--- config.mk ---
export PLATFORM = sky130hd
export DESIGN_NAME = ivtimer
export DESIGN_NICKNAME = d
export VERILOG_FILES = /design/src/rtl/ivt_pkg.sv /design/src/rtl/ivt_prescaler.sv /design/src/rtl/ivt_ctl_decode.sv /design/src/rtl/ivt_core.sv /design/src/rtl/ivtimer.sv
export SDC_FILE = /design/constraint.sdc
export NUM_CORES = 1
export LEC_CHECK = 0
export BUFFER_PORTS_ARGS = -buffer_cell sky130_fd_sc_hd__buf_2
export CORE_UTILIZATION = 40
export DETAILED_ROUTE_END_ITERATION = 16
export PLACE_DENSITY = 0.72
export SKIP_LAST_GASP = 1
export SLEW_MARGIN = 10
export SYNTH_ARGS = -nofsm -noshare
export SYNTH_HDL_FRONTEND = slang
export SYNTH_HIERARCHICAL = 1
export SYNTH_SLANG_ARGS = --single-unit
--- constraint.sdc ---
create_clock -name clk -period 5.15 [get_ports clk]
set_input_delay 0.2575 -clock clk [delete_from_list [all_inputs] [get_ports clk]]
set_output_delay 0.2575 -clock clk [all_outputs]
set_load 0.1 [all_outputs]
--- src/rtl/ivt_pkg.sv ---
`timescale 1ns/1ps
// ivt_pkg: shared constants and types for the interval timer.
// Assumes a 36-bit processor word; control bit positions are fixed
// because software composes the control word.
package ivt_pkg;

    localparam int BUS_W = 36;

    // Control word field positions
    localparam int C_LVL_LSB   = 0;
    localparam int C_CLR_MATCH = 3;
    localparam int C_CLR_OVF   = 4;
    localparam int C_RUN_ON    = 5;
    localparam int C_RUN_OFF   = 6;
    localparam int C_PI_ON     = 7;
    localparam int C_PI_OFF    = 8;
    localparam int C_GCLR      = 9;
    localparam int C_STEP      = 10;
    localparam int C_SET_MATCH = 11;
    localparam int C_SET_OVF   = 12;
    localparam int C_TOP       = 12;

    // Status word field positions
    localparam int S_LVL_LSB = 0;
    localparam int S_MATCH   = 3;
    localparam int S_OVF     = 4;
    localparam int S_RUN     = 5;
    localparam int S_PI      = 7;
    localparam int S_IVL_LSB = 18;

    // Decoded control word
    typedef struct packed {
        logic [2:0] lvl;
        logic       clr_match;
        logic       clr_ovf;
        logic       run_on;
        logic       run_off;
        logic       pi_on;
        logic       pi_off;
        logic       gclr;
        logic       step;
        logic       set_match;
        logic       set_ovf;
    } ctl_t;

    // Clock cycles per tick for a clock in Hz and a tick in microseconds
    function automatic int tick_div(input int hz, input int us);
        int d;
        d = (hz / 1000000) * us;
        return (d < 1) ? 1 : d;
    endfunction

endpackage

--- src/rtl/ivt_prescaler.sv ---
`timescale 1ns/1ps
// ivt_prescaler: emits a one-cycle tick every DIV cycles while run is high.
// Assumes DIV >= 1; holds its phase while stopped and restarts on clr.
module ivt_prescaler #(
    parameter int DIV = 500
) (
    input  logic clk,
    input  logic rst_n,
    input  logic run,
    input  logic clr,
    output logic tick
);
    generate
        if (DIV <= 1) begin : g_direct
            // Every cycle is a tick when no division is needed
            assign tick = run;
        end else begin : g_count
            localparam int PW = $clog2(DIV);
            localparam logic [PW-1:0] LAST = PW'(DIV - 1);
            logic [PW-1:0] phase_q;

            // Count cycles of the current tick period
            always_ff @(posedge clk) begin
                if (!rst_n || clr) begin
                    phase_q <= '0;
                end else if (run) begin
                    phase_q <= (phase_q == LAST) ? '0 : phase_q + 1'b1;
                end
            end

            assign tick = run && (phase_q == LAST);
        end
    endgenerate

endmodule

--- src/rtl/ivt_ctl_decode.sv ---
`timescale 1ns/1ps
// ivt_ctl_decode: splits the low control bits of the write word into fields.
// Purely combinational; upper word bits carry no control meaning.
module ivt_ctl_decode
    import ivt_pkg::*;
(
    input  logic [C_TOP:0] word,
    output ctl_t           ctl
);
    // Map each control bit to its named field
    always_comb begin
        ctl.lvl       = word[C_LVL_LSB +: 3];
        ctl.clr_match = word[C_CLR_MATCH];
        ctl.clr_ovf   = word[C_CLR_OVF];
        ctl.run_on    = word[C_RUN_ON];
        ctl.run_off   = word[C_RUN_OFF];
        ctl.pi_on     = word[C_PI_ON];
        ctl.pi_off    = word[C_PI_OFF];
        ctl.gclr      = word[C_GCLR];
        ctl.step      = word[C_STEP];
        ctl.set_match = word[C_SET_MATCH];
        ctl.set_ovf   = word[C_SET_OVF];
    end

endmodule

--- src/rtl/ivt_core.sv ---
`timescale 1ns/1ps
// ivt_core: counter, interval, flags and interrupt request state.
// Assumes at most one bus strobe per cycle (control > data write > data read).
// A tick in the same cycle as a bus operation is applied first.
module ivt_core
    import ivt_pkg::*;
#(
    parameter int CNT_W = 18
) (
    input  logic             clk,
    input  logic             rst_n,
    input  logic             tick,
    input  logic             wr_ctl,
    input  ctl_t             ctl,
    input  logic             wr_data,
    input  logic [CNT_W-1:0] load_val,
    input  logic             rd_data,
    output logic [CNT_W-1:0] cnt,
    output logic [CNT_W-1:0] ivl,
    output logic [2:0]       lvl,
    output logic             match,
    output logic             ovf,
    output logic             run,
    output logic             pi,
    output logic             irq,
    output logic             psc_clr
);
    logic [CNT_W-1:0] cnt_q, ivl_q, n_cnt, n_ivl;
    logic [2:0]       lvl_q, n_lvl;
    logic             match_q, ovf_q, run_q, pi_q, irq_q;
    logic             n_match, n_ovf, n_run, n_pi, n_irq;
    logic             eq_chk;
    logic [CNT_W+1:0] adv;

    // Advance by one: returns {match hit, carry, new count}
    function automatic logic [CNT_W+1:0] advance(input logic [CNT_W-1:0] c,
                                                 input logic [CNT_W-1:0] lim);
        logic [CNT_W:0]   s;
        logic [CNT_W-1:0] nc;
        logic             hit;
        s   = {1'b0, c} + (CNT_W+1)'(1);
        nc  = s[CNT_W-1:0];
        hit = (nc == lim);
        if (hit) nc = '0;
        return {hit, s[CNT_W], nc};
    endfunction

    // Next-state computation: tick, then the bus operation, then compare
    always_comb begin
        n_cnt   = cnt_q;
        n_ivl   = ivl_q;
        n_lvl   = lvl_q;
        n_match = match_q;
        n_ovf   = ovf_q;
        n_run   = run_q;
        n_pi    = pi_q;
        n_irq   = irq_q;
        eq_chk  = 1'b0;
        adv     = '0;

        if (tick && run_q) begin
            adv   = advance(n_cnt, n_ivl);
            n_cnt = adv[CNT_W-1:0];
            if (adv[CNT_W])   n_ovf   = 1'b1;
            if (adv[CNT_W+1]) n_match = 1'b1;
            if (adv[CNT_W] || adv[CNT_W+1]) n_irq = 1'b1;
        end

        if (wr_ctl) begin
            n_irq = 1'b0;
            if (ctl.gclr) begin
                n_cnt   = '0;
                n_match = 1'b0;
                n_ovf   = 1'b0;
                n_run   = 1'b0;
                n_pi    = 1'b0;
            end
            n_lvl = ctl.lvl;
            if (ctl.step && !n_run) begin
                adv   = advance(n_cnt, n_ivl);
                n_cnt = adv[CNT_W-1:0];
                if (adv[CNT_W])   n_ovf   = 1'b1;
                if (adv[CNT_W+1]) n_match = 1'b1;
                if (n_match || n_ovf) n_irq = 1'b1;
            end
            if (ctl.run_on)    n_run   = 1'b1;
            if (ctl.run_off)   n_run   = 1'b0;
            if (ctl.set_ovf)   n_ovf   = 1'b1;
            if (ctl.clr_ovf)   n_ovf   = 1'b0;
            if (ctl.set_match) n_match = 1'b1;
            if (ctl.clr_match) n_match = 1'b0;
            if (ctl.pi_on)     n_pi    = 1'b1;
            if (ctl.pi_off)    n_pi    = 1'b0;
            if (n_run && (n_match || n_ovf)) n_irq = 1'b1;
            eq_chk = 1'b1;
        end else if (wr_data) begin
            n_ivl  = load_val;
            eq_chk = 1'b1;
        end else if (rd_data) begin
            eq_chk = 1'b1;
        end

        if (eq_chk && (n_cnt == n_ivl)) begin
            n_match = 1'b1;
            n_irq   = 1'b1;
        end
    end

    // State registers with synchronous active-low reset
    always_ff @(posedge clk) begin
        if (!rst_n) begin
            cnt_q   <= '0;
            ivl_q   <= '1;
            lvl_q   <= '0;
            match_q <= 1'b0;
            ovf_q   <= 1'b0;
            run_q   <= 1'b0;
            pi_q    <= 1'b0;
            irq_q   <= 1'b0;
        end else begin
            cnt_q   <= n_cnt;
            ivl_q   <= n_ivl;
            lvl_q   <= n_lvl;
            match_q <= n_match;
            ovf_q   <= n_ovf;
            run_q   <= n_run;
            pi_q    <= n_pi;
            irq_q   <= n_irq;
        end
    end

    assign cnt     = cnt_q;
    assign ivl     = ivl_q;
    assign lvl     = lvl_q;
    assign match   = match_q;
    assign ovf     = ovf_q;
    assign run     = run_q;
    assign pi      = pi_q;
    assign irq     = irq_q;
    assign psc_clr = wr_ctl && ctl.gclr;

endmodule

--- src/rtl/ivtimer.sv ---
`timescale 1ns/1ps
// ivtimer: top of the interval timer. Wires prescaler, decoder and core,
// and forms the read word. Assumes CNT_W <= 18 so the interval fits the
// status word, and single-cycle strobes from the bus side.
module ivtimer
    import ivt_pkg::*;
#(
    parameter int CLK_HZ  = 50000000,
    parameter int TICK_US = 10,
    parameter int CNT_W   = 18
) (
    input  logic             clk,
    input  logic             rst_n,
    input  logic             wr_ctl,
    input  logic             rd_stat,
    input  logic             wr_data,
    input  logic             rd_data,
    input  logic [BUS_W-1:0] wdata,
    output logic [BUS_W-1:0] rdata,
    output logic             irq,
    output logic [2:0]       irq_level
);
    localparam int DIV = tick_div(CLK_HZ, TICK_US);

    ctl_t             ctl_w;
    logic             tick_w, psc_clr_w;
    logic [CNT_W-1:0] cnt_w, ivl_w;
    logic [2:0]       lvl_w;
    logic             match_w, ovf_w, run_w, pi_w;
    logic             unused_hi;

    assign unused_hi = ^wdata[BUS_W-1:CNT_W];

    ivt_prescaler #(.DIV(DIV)) u_psc (
        .clk   (clk),
        .rst_n (rst_n),
        .run   (run_w),
        .clr   (psc_clr_w),
        .tick  (tick_w)
    );

    ivt_ctl_decode u_dec (
        .word (wdata[C_TOP:0]),
        .ctl  (ctl_w)
    );

    ivt_core #(.CNT_W(CNT_W)) u_core (
        .clk      (clk),
        .rst_n    (rst_n),
        .tick     (tick_w),
        .wr_ctl   (wr_ctl),
        .ctl      (ctl_w),
        .wr_data  (wr_data),
        .load_val (wdata[CNT_W-1:0]),
        .rd_data  (rd_data),
        .cnt      (cnt_w),
        .ivl      (ivl_w),
        .lvl      (lvl_w),
        .match    (match_w),
        .ovf      (ovf_w),
        .run      (run_w),
        .pi       (pi_w),
        .irq      (irq),
        .psc_clr  (psc_clr_w)
    );

    // Read word: status layout on a status read, count on a data read
    always_comb begin
        rdata = '0;
        if (rd_stat) begin
            rdata[S_LVL_LSB +: 3]     = lvl_w;
            rdata[S_MATCH]            = match_w;
            rdata[S_OVF]              = ovf_w;
            rdata[S_RUN]              = run_w;
            rdata[S_PI]               = pi_w;
            rdata[S_IVL_LSB +: CNT_W] = ivl_w;
        end else if (rd_data) begin
            rdata[CNT_W-1:0] = cnt_w;
        end
    end

    assign irq_level = lvl_w;

endmodule

# After elaboration in Yosys (flattened, before gate mapping)
# Index checks and enable logic that the tools add are counted.
[totals]
reg_bits = 53
in_bits = 42
output_inout_bits = 40
elab_cells = 90
[op_classes]
add_sub_neg = 3
eq_ne = 4
muxes = 57
n_reduce_logical = 17
[ops]
columns = ["operator", "n"]
rows = [
  ["$mux W18", 11],
  ["$eq A18 B18 Y1", 3],
  ["$mux W1", 43],
  ["$add A18 B1 Y19 const B", 2],
  ["$mux W10", 1],
  ["$add A9 B1 Y9 const B", 1],
  ["$eq A9 B9 Y1 const B", 1],
  ["$mux W9", 1],
  ["$reduce_bool A3 Y1", 3],
  ["$logic_and A1 B1 Y1", 6],
  ["$mux W6", 1],
  ["$logic_or A1 B1 Y1", 4],
  ["$reduce_and A2 Y1", 2],
  ["$logic_not A1 Y1", 2],
]

# Depth between registers and ports, before layout
# Gate-level depths: netlist (run 1).
[depth]
word_depth = 20
depth_mapped = 25
ltp_nobuf = 21

# By module
# The synthesis (run 1) kept the hierarchy.
[by_module_without_submodules]
columns = ["mod", "instances", "cells_each", "area_per_inst_um2", "seq_area_each_um2"]
rows = [
  ["ivt_core", 1, 725, 5131.2, 880.8],
  ["ivt_prescaler", 1, 53, 471.7, 180.2],
  ["ivtimer", 1, 45, 310.3, 0.0],
  ["ivt_ctl_decode", 1, 13, 97.6, 0.0],
]

# Worst setup path before layout (run 1)
# OpenSTA, ideal clock, no wires.
[synth_path]
path_kind = "flip-flop to flip-flop"
from = "register u_core.cnt_q[1], in the netlist u_core/cnt[1]"
to = "register u_core.irq_q, in the netlist u_core/irq"
setup_time_ps = 87
arrival_ps = 5390
required_ps = 5063
path_slack_ps = -327
path_stages_with_launch = 25
path_buffers = 3
synth_period_minus_slack_ps = 5477
path_cell_list = "dfxtp_1 ha_1 buf_2 nand3_2 nor4_1 mux2i_1 o2111ai_1 or4_1 buf_4 nand2_4 nor2_1 ha_1 o21ai_0 clkbuf_1 or2_2 mux2_2 nor4_1 nor3_1 a21o_1 a2111oi_0 o2111a_1 o21ai_0 and4b_1 nand4_1 o31ai_1"
[synth_via]
elab_chain_cells = 20
elab_cells_between_ends = 45
classes_between = "2 x add/sub; 3 x eq/ne; 32 x mux; 8 x reduce/logical"
[synth_lines]
columns = ["element", "line_no", "rtl"]
rows = [
  ["start, declared", "ivt_core.sv:28", "logic [CNT_W-1:0] cnt_q, ivl_q, n_cnt, n_ivl;"],
  ["start signal, assigned", "ivt_core.sv:121", "cnt_q <= n_cnt;"],
  ["$add A18 B1 Y19", "ivt_core.sv:41", "s = {1'b0, c} + (CNT_W+1)'(1);"],
  ["$eq A18 B18 Y1", "ivt_core.sv:43", "hit = (nc == lim);"],
  ["$mux W18", "ivt_core.sv:44", "if (hit) nc = '0;"],
  ["$mux W18", "ivt_core.sv:61", "if (tick && run_q) begin"],
  ["$mux W18", "ivt_core.sv:71", "if (ctl.gclr) begin"],
  ["$mux W18", "ivt_core.sv:69", "if (wr_ctl) begin"],
  ["$add A18 B1 Y19", "ivt_core.sv:41", ""],
  ["$eq A18 B18 Y1", "ivt_core.sv:43", ""],
  ["(+4 left out)", "--", ""],
  ["$mux W1", "ivt_core.sv:90", "if (ctl.set_match) n_match = 1'b1;"],
  ["$mux W1", "ivt_core.sv:91", "if (ctl.clr_match) n_match = 1'b0;"],
  ["$mux W1", "ivt_core.sv:69", ""],
  ["$logic_or A1 B1 Y1", "ivt_core.sv:94", "if (n_run && (n_match || n_ovf)) n_irq = 1'b1;"],
  ["$logic_and A1 B1 Y1", "ivt_core.sv:94", ""],
  ["$mux W1", "ivt_core.sv:94", ""],
  ["$mux W1", "ivt_core.sv:69", ""],
  ["$mux W1", "ivt_core.sv:103", "if (eq_chk && (n_cnt == n_ivl)) begin"],
  ["end signal, assigned", "ivt_core.sv:128", "irq_q <= n_irq;"],
  ["end, declared", "ivt_core.sv:30", "logic match_q, ovf_q, run_q, pi_q, irq_q;"],
]
# Parallel ways exist; a longest one is shown, timed or not. The select of a mux whose other input is x is not followed.
# A chain may end at the register's enable or synchronous reset.

# Worst setup path in the final report (run 1)
[layout_path]
from = "register u_core.cnt_q[0], in the netlist u_core/cnt[0]"
to = "register u_core.match_q, in the netlist u_core/match"
[layout_via]
elab_chain_cells = 17
elab_cells_between_ends = 25
classes_between = "2 x add/sub; 3 x eq/ne; 19 x mux; 1 x reduce/logical"
[layout_lines]
columns = ["element", "line_no", "rtl"]
rows = [
  ["$add A18 B1 Y19", "ivt_core.sv:41", ""],
  ["$eq A18 B18 Y1", "ivt_core.sv:43", ""],
  ["$mux W18", "ivt_core.sv:44", ""],
  ["$mux W18", "ivt_core.sv:61", ""],
  ["$mux W18", "ivt_core.sv:71", ""],
  ["$mux W18", "ivt_core.sv:69", ""],
  ["$add A18 B1 Y19", "ivt_core.sv:41", ""],
  ["$eq A18 B18 Y1", "ivt_core.sv:43", ""],
  ["$mux W1", "ivt_core.sv:83", "if (adv[CNT_W+1]) n_match = 1'b1;"],
  ["$mux W1", "ivt_core.sv:79", "if (ctl.step && !n_run) begin"],
  ["$mux W1", "ivt_core.sv:69", ""],
  ["$mux W1", "ivt_core.sv:79", ""],
  ["$mux W1", "ivt_core.sv:90", ""],
  ["$mux W1", "ivt_core.sv:91", ""],
  ["$mux W1 (2 in series)", "ivt_core.sv:69", ""],
  ["$mux W1 (*)", "ivt_core.sv:103", ""],
  ["end signal, assigned", "ivt_core.sv:124", "match_q <= n_match;"],
  ["end, declared", "ivt_core.sv:30", ""],
]
# Mark *: on every way between the ends. The rest lies on a longest branch, timed or not. The select of a mux whose other input is x is not followed.

==> flow_summary.yaml, run 1 <==
sta:
  maxSlewViolCount: 0
  hold_violations: 0
  clock.fmax_mhz: 186.7
  period_share: 1.040
  layout_setup_ws_ns: -0.2050
  rsz0062_at_grt: "yes"
  layout_min_cycle_time_ns: 5.355
  clock_skew_ns: 0.01187
  relSlewSlack: 0.2875
  tightestPinTransition_ns: 1.061
  hold_slack_ns: 0.1932
  setup-violations-final: 6
power_and_ir_drop:
  combPwrFrac: 0.290
  netSwitchingFraction: 0.3762
  power_density_nw_per_um2: 157.1
  p_int_uw: 749.1
  p_seq_frac: 0.363
  switching_power_uw: 451.8
  clkPwrFrac: 0.347
  ir_drop_uv: 116.4
  leakagePower_nw: 2.960
  p_total_mw: 1.201
detailed_routing:
  drcViolationCount: 0
  ant_nets: 0
  drt_pass1_iterations: 6
  totalWireLength_um: 25210
  post_drt_wl_per_cell_um: 21.90
  vias: 7281
  first_iter_violations: 991
  vias_per_cell: 6.326
cts:
  clk-insertion-delay-late_ns: 0.32
  cts-root-buf: "clkbuf_16"
  clkSinkCount: 53
  cts.clk_slew.worst_paths_ns: 0.08
  cts_tree: "yes"
  cts-htree-levels: 2
  cts.path.max_buffers: 2
  numCtsBuffers: 5
  postCtsHoldBufs: 0
critical_path:
  r2r-end: "u_core/match$_SDFF_PN0_"
  end_kind: "register"
  r2r_slack_ns: -0.21
  path_max_fanout: 8
  start_kind: "register"
  crit_type: "reg -> reg"
  worstPathArrival_ns: 5.58
  reg2reg_depth: 23
  r2r_start: "u_core/cnt[0]$_SDFF_PN0_"
  critPathRequiredTime_ns: 5.37
worst_hold_path:
  whs_endpoint: "u_core/lvl[2]$_SDFFE_PN0P_"
  min_from: "wdata[2]"
  holdPathStages: 3
  hp-class: "in -> reg"
die:
  die_w_um: 124.6
  rows: 44
  start_util: 0.4120
  fp.coreArea_um2: 14590
  ios: 82
  die-area_um2: 15520
  die_h_um: 124.6
cells_and_area:
  syn_to_final_growth_pct: 27.19
  diodes: 0
  num-fill-cells: 1382
  final_common_cell: "buf_4"
  fin_cells: 1151
  drive_gt1_frac: 0.2999
  nets: 1011
  final_cell_mix: "buf_4 (123), nor2_1 (90), nand2_1 (81), buf_2 (63), dfxtp_1 (48)"
place:
  pre_cts_ws_ns: -0.2500
  dp.cells: 1132
  post-dp-hpwl_um: 19120
  port_buffers: 63
  gp_congestion: 1.064
status:
  status: "complete, but fails checks"
  failed_checks: "setup timing"
logic_synthesis:
  async_reset_ff_frac: 0
  synth_fp_nets: 881
  synth.ff_latch_count: 53
  yosysTopAreaCell: "dfxtp_1"
  synth_top_area_frac: 0.1765
  syn_inst: 836
  synth.distinct_cells: 90
  yosys_warnings: 6
  syn_area_um2: 6011
  synth_top_cells_by_area: "dfxtp_1 (18%), xnor2_1 (7.4%), nor2_1 (5.7%)"
  synth_edf_count: 0
  synth_ff_type: "dfxtp_1"
  seq_area_frac_synth: 0.1765
  post_synth.cell_area_avg_um2: 7.190
global_routing:
  grt_pass1_vias: 6618
  antenna_found_initial: 0
  track_usage: 0.3103
  grt_max_degree: 30
  grt_pass1_wl_um: 37360
  grt.overflow.total: 0
job:
  drv_cap: 0
-- power groups by stage --
stage | combinational (mW) | sequential [mW] | clock, mW
after floorplan | 0.229 | 0.455 | 0
after global placement | 0.328 | 0.445 | 0
after detailed placement | 0.329 | 0.445 | 0
after CTS | 0.334 | 0.435 | 0.426
after global routing | 0.362 | 0.438 | 0.436
final | 0.348 | 0.436 | 0.416
-- state kept, by name (all words and copies together), names as in the netlist --
register / count
u_core/irq: 1
u_core/run: 1
u_core/match: 1
u_core/lvl: 3
u_core/ovf: 1
u_core/ivl: 18
u_core/pi: 1
u_psc/g_count.phase_q: 9
u_core/cnt: 18
-- synth_stat cells (5+ instances only) --
cell	instances
or3_1	11
and2_1	27
xor2_1	27
a21oi_1	36
buf_6	6
dfxtp_1	53
o22ai_1	10
xnor2_1	51
a31oi_1	11
nor4b_1	6
and2_2	8
clkbuf_1	27
a211oi_1	5
or2_2	8
nor4_1	22
nand2_1	82
nor2_1	91
nand3_1	31
nor3_1	32
mux2i_1	29
o211ai_1	8
o21a_1	7
o21ai_0	40
or4_1	6
inv_1	14
o31ai_1	7
buf_2	13
a22o_2	5
buf_4	18
nand2b_1	10
nand4_1	28
mux2_2	5
and3_1	6
-- through the flow --
step                area, um2  TNS (ns)  utilization
global placement         7112   -0.2715       0.4875
finish                   7645   -0.5140       0.5240
global route             7645    -1.287       0.5240
floorplan                6065         0            -
detailed placement       7112   -0.8380       0.4875
CTS                      7423         0       0.5088
-- area by class of cell --
cell class,count,area (um2),area share
clock inverters,3,50.05,0.006547
clock buffers,5,125.1,0.01637
well taps,184,230.2,0.03011
multi-input cells,698,4811,0.6293
repair buffers,191,1295,0.1694
flip-flops and latches,53,1070,0.1399
inverters,17,63.81,0.008347
-- worst max-delay path, cell delays in order, from the launching register on --
cell and delay [ns]:
dfxtp_4 0.37, ha_4 0.18, buf_6 0.12, xnor2_2 0.12, xnor2_1 0.14, nor4_2 0.28, buf_4 0.18, nand4_1 0.11
buf_4 0.18, o41ai_1 0.40, o21ai_1 0.24, ha_4 0.25, o21ai_4 0.09, nor4_4 0.09, xnor2_2 0.24, mux2i_1 0.27
a21oi_2 0.12, nor4b_2 0.30, nand4_1 0.23, or3_4 0.51, a32oi_2 0.28, o31ai_4 0.12, xnor2_2 0.16, o31ai_1 0.27
-- worst max-delay path by stage --
stage,depth (start not counted),from,end,slack (ns)
6_report,23,u_core/cnt[0]$_SDFF_PN0_,u_core/match$_SDFF_PN0_,-0.21
5_1_grt,23,u_core/cnt[0]$_SDFF_PN0_,u_core/match$_SDFF_PN0_,-0.34
4_1_cts,22,u_core/cnt[5]$_SDFF_PN0_,u_core/match$_SDFF_PN0_,0.02
3_5_place_dp,23,u_core/cnt[0]$_SDFF_PN0_,u_core/irq$_SDFFE_PN0P_,-0.25
3_3_place_gp,21,u_core/cnt[0]$_SDFF_PN0_,u_core/irq$_SDFFE_PN0P_,-0.13
2_1_floorplan,24,u_core/cnt[1]$_SDFF_PN0_,u_core/irq$_SDFFE_PN0P_,0.007
-- cells by family after synthesis --
group	share of synthesized area
AND/OR/NAND/NOR	0.3553
AO/OA/AOI/OAI	0.2157
buffers and inverters	0.07494
XOR/XNOR	0.1137
flip-flops	0.1765
multiplexers	0.05766
adder cells (fa/ha/maj)	0.006245
-- what timing repair did --
| action | CTS | global route |
|---|---|---|
| endpoints found under the setup margin | 10 | 14 |
| cloned | 0 | 0 |
| hold endpoints to repair | 0 | 0 |
| resized for setup | 20 | 37 |
| setup buffers | 6 | 5 |
| pin swaps | 6 | 29 |
-- routing by layer --
layer  GRT usage  vias to the layer above  wire [um]
met2      0.4784                      453      11100
met3     0.05412                      109       2446
li1            -                     3314          -
met1      0.4020                     3405      10140
met4      0.1878                        0       1528
met5           0                        -          0
Power figures use the tool's default switching activity.
==> inputs of run 2 (changes only) <==
Settings changed: CAP_MARGIN set to 20, CORE_ASPECT_RATIO set to 1.75.
==> flow_summary.yaml, run 2 (synthesis gave the netlist of run 1 again) <==
global_routing:
  grt_pass1_wl_um: 42370
  grt_pass1_vias: 7292
  gr-max-usage-layer: "met2"
  track_usage: 0.3769
  grt_util_met1: 0.3802
  gr-usage-met3: 0.06713
  antenna_found_initial: 1
  met2_usage: 0.6452
  grt_max_degree: 30
  grt.overflow.total: 0
sta:
  rsz0062_at_grt: "yes"
  clock_skew_ns: 0.01220
  clock.fmax_mhz: 195.1
  tightestPinTransition_ns: 0.8774
  layout_min_cycle_time_ns: 5.124
  setup-violations-final: 0
  period_share: 0.9950
  hold_violations: 0
  layout_setup_ws_ns: 0.02567
  relSlewSlack: 0.4107
  hold_slack_ns: 0.1899
  maxSlewViolCount: 0
critical_path:
  r2r_slack_ns: 0.03
  crit_type: "reg -> reg"
  r2r-end: "u_core/match$_SDFF_PN0_"
  start_kind: "register"
  reg2reg_depth: 25
  r2r_start: "u_core/cnt[1]$_SDFF_PN0_"
  path_max_fanout: 4
  end_kind: "register"
  critPathRequiredTime_ns: 5.35
  worstPathArrival_ns: 5.32
detailed_routing:
  drt_pass1_iterations: 5
  first_iter_violations: 681
  totalWireLength_um: 29220
  vias_per_cell: 6.391
  ant_nets: 0
  post_drt_wl_per_cell_um: 24.74
  drcViolationCount: 0
  vias: 7548
cts:
  clkSinkCount: 53
  cts-root-buf: "clkbuf_16"
  cts.clk_slew.worst_paths_ns: 0.08
  numCtsBuffers: 5
  cts_tree: "yes"
  cts-htree-levels: 2
  clk-insertion-delay-late_ns: 0.31
  cts.path.max_buffers: 2
  postCtsHoldBufs: 0
die:
  start_util: 0.4141
  die_w_um: 94.67
  ios: 82
  die-area_um2: 15540
  fp.coreArea_um2: 14510
  rows: 58
  die_h_um: 164.2
power_and_ir_drop:
  power_density_nw_per_um2: 153.1
  leakagePower_nw: 3.129
  ir_drop_uv: 181.0
cells_and_area:
  drive_gt1_frac: 0.3270
  num-fill-cells: 1481
  final_cell_mix: "buf_4 (151), nor2_1 (90), nand2_1 (82), buf_2 (63), xnor2_1 (49)"
  final_common_cell: "buf_4"
  nets: 1045
  syn_to_final_growth_pct: 31.81
worst_hold_path:
  holdPathStages: 3
  min_from: "wdata[13]"
  whs_endpoint: "u_core/ivl[13]$_SDFF_PN1_"
  hp-class: "in -> reg"
place:
  gp_congestion: 1.054
  post-dp-hpwl_um: 22010
  port_buffers: 63
  pre_cts_ws_ns: -0.2308
status:
  status: "finished, final reports clean"
job:
  drv_cap: 0
-- run 2: changes by cell type in the layout (fill, tap and decap cells not counted), sizes merged --
cell,change
or3,+1
buf,+33
clkinv,-1
diode,+1
-- run 2: routing by layer --
| layer | routed length [um] | part of all wire | up-vias |
|---|---|---|---|
| li1 | - | - | 3374 |
| met1 | 9469 | 0.32 | 3471 |
| met2 | 14050 | 0.48 | 516 |
| met3 | 2241 | 0.077 | 187 |
| met4 | 3464 | 0.12 | 0 |
| met5 | 0 | 0 | - |
-- run 2: stage by stage --
step / setup TNS (ns) / utilization / instances / instance area [um2] / power, mW
after detailed placement: -0.7214 / 0.5079 / 1160 / 7372 / 0.7886
after CTS: 0 / 0.5303 / 1174 / 7696 / 1.195
after floorplan: 0 / - / 836 / 6065 / 0.6842
after global routing: -0.3858 / 0.5457 / 1180 / 7920 / 1.242
final: 0 / 0.5459 / 1181 / 7923 / 1.213
after global placement: -0.5209 / 0.5079 / 1160 / 7372 / 0.7871
-- run 2: what timing repair did --
action / in CTS / in global routing
gates cloned: 1 / 0
pin swaps: 6 / 27
endpoints found under the setup margin: 13 / 20
buffers inserted: 6 / 6
gates resized for setup: 24 / 38
-- run 2: how the worst max path moves through the flow --
stage / cells past startpoint / from / end / slack, ns
after detailed placement: 24 / u_core/cnt[4]$_SDFF_PN0_ / u_core/irq$_SDFFE_PN0P_ / -0.23
after global placement: 23 / u_core/cnt[3]$_SDFF_PN0_ / u_core/match$_SDFF_PN0_ / -0.18
after global routing: 22 / u_core/cnt[1]$_SDFF_PN0_ / u_core/match$_SDFF_PN0_ / -0.18
after CTS: 19 / u_psc/g_count.phase_q[0]$_SDFFE_PP0P_ / u_core/irq$_SDFFE_PN0P_ / 0.0005
after floorplan: 24 / u_core/cnt[1]$_SDFF_PN0_ / u_core/irq$_SDFFE_PN0P_ / 0.007
final: 25 / u_core/cnt[1]$_SDFF_PN0_ / u_core/match$_SDFF_PN0_ / 0.03
-- run 2: final cells by class --
type                            instances  area (um2)  share of cell area
Multi-Input combinational cell        699        4808              0.6069
Clock inverter                          2       38.79            0.004896
Antenna cell                            1       2.502           0.0003159
Clock buffer                            5       125.1             0.01579
Timing Repair Buffer                  224        1579              0.1993
Inverter                               17       63.81            0.008054
Sequential cell                        53        1080              0.1363
Tap cell                              180       225.2             0.02843
-- run 2: report_power, final --
part           internal [mW]  switching, mW
sequential             0.420         0.0128
clock                  0.230          0.184
combinational         0.0978          0.269
total                  0.748          0.465
-- run 2: worst max-delay path: stages (launching register included) --
cell      delay [ns]
dfxtp_4         0.37
ha_4            0.24
xnor2_1         0.14
nand2_1         0.13
nor4_2          0.29
buf_4           0.16
nand4_1         0.12
or4_4           0.61
nand2_4         0.10
nor2_4          0.05
ha_4            0.19
o21ai_2         0.08
buf_4           0.15
buf_4           0.12
nor3_2          0.05
and3_1          0.24
nand4_1         0.16
nand4_1         0.13
a211oi_2        0.22
nand4_1         0.19
buf_4           0.20
or3_4           0.37
a211o_1         0.30
and4b_1         0.18
nand4_1         0.11
o31ai_1         0.08
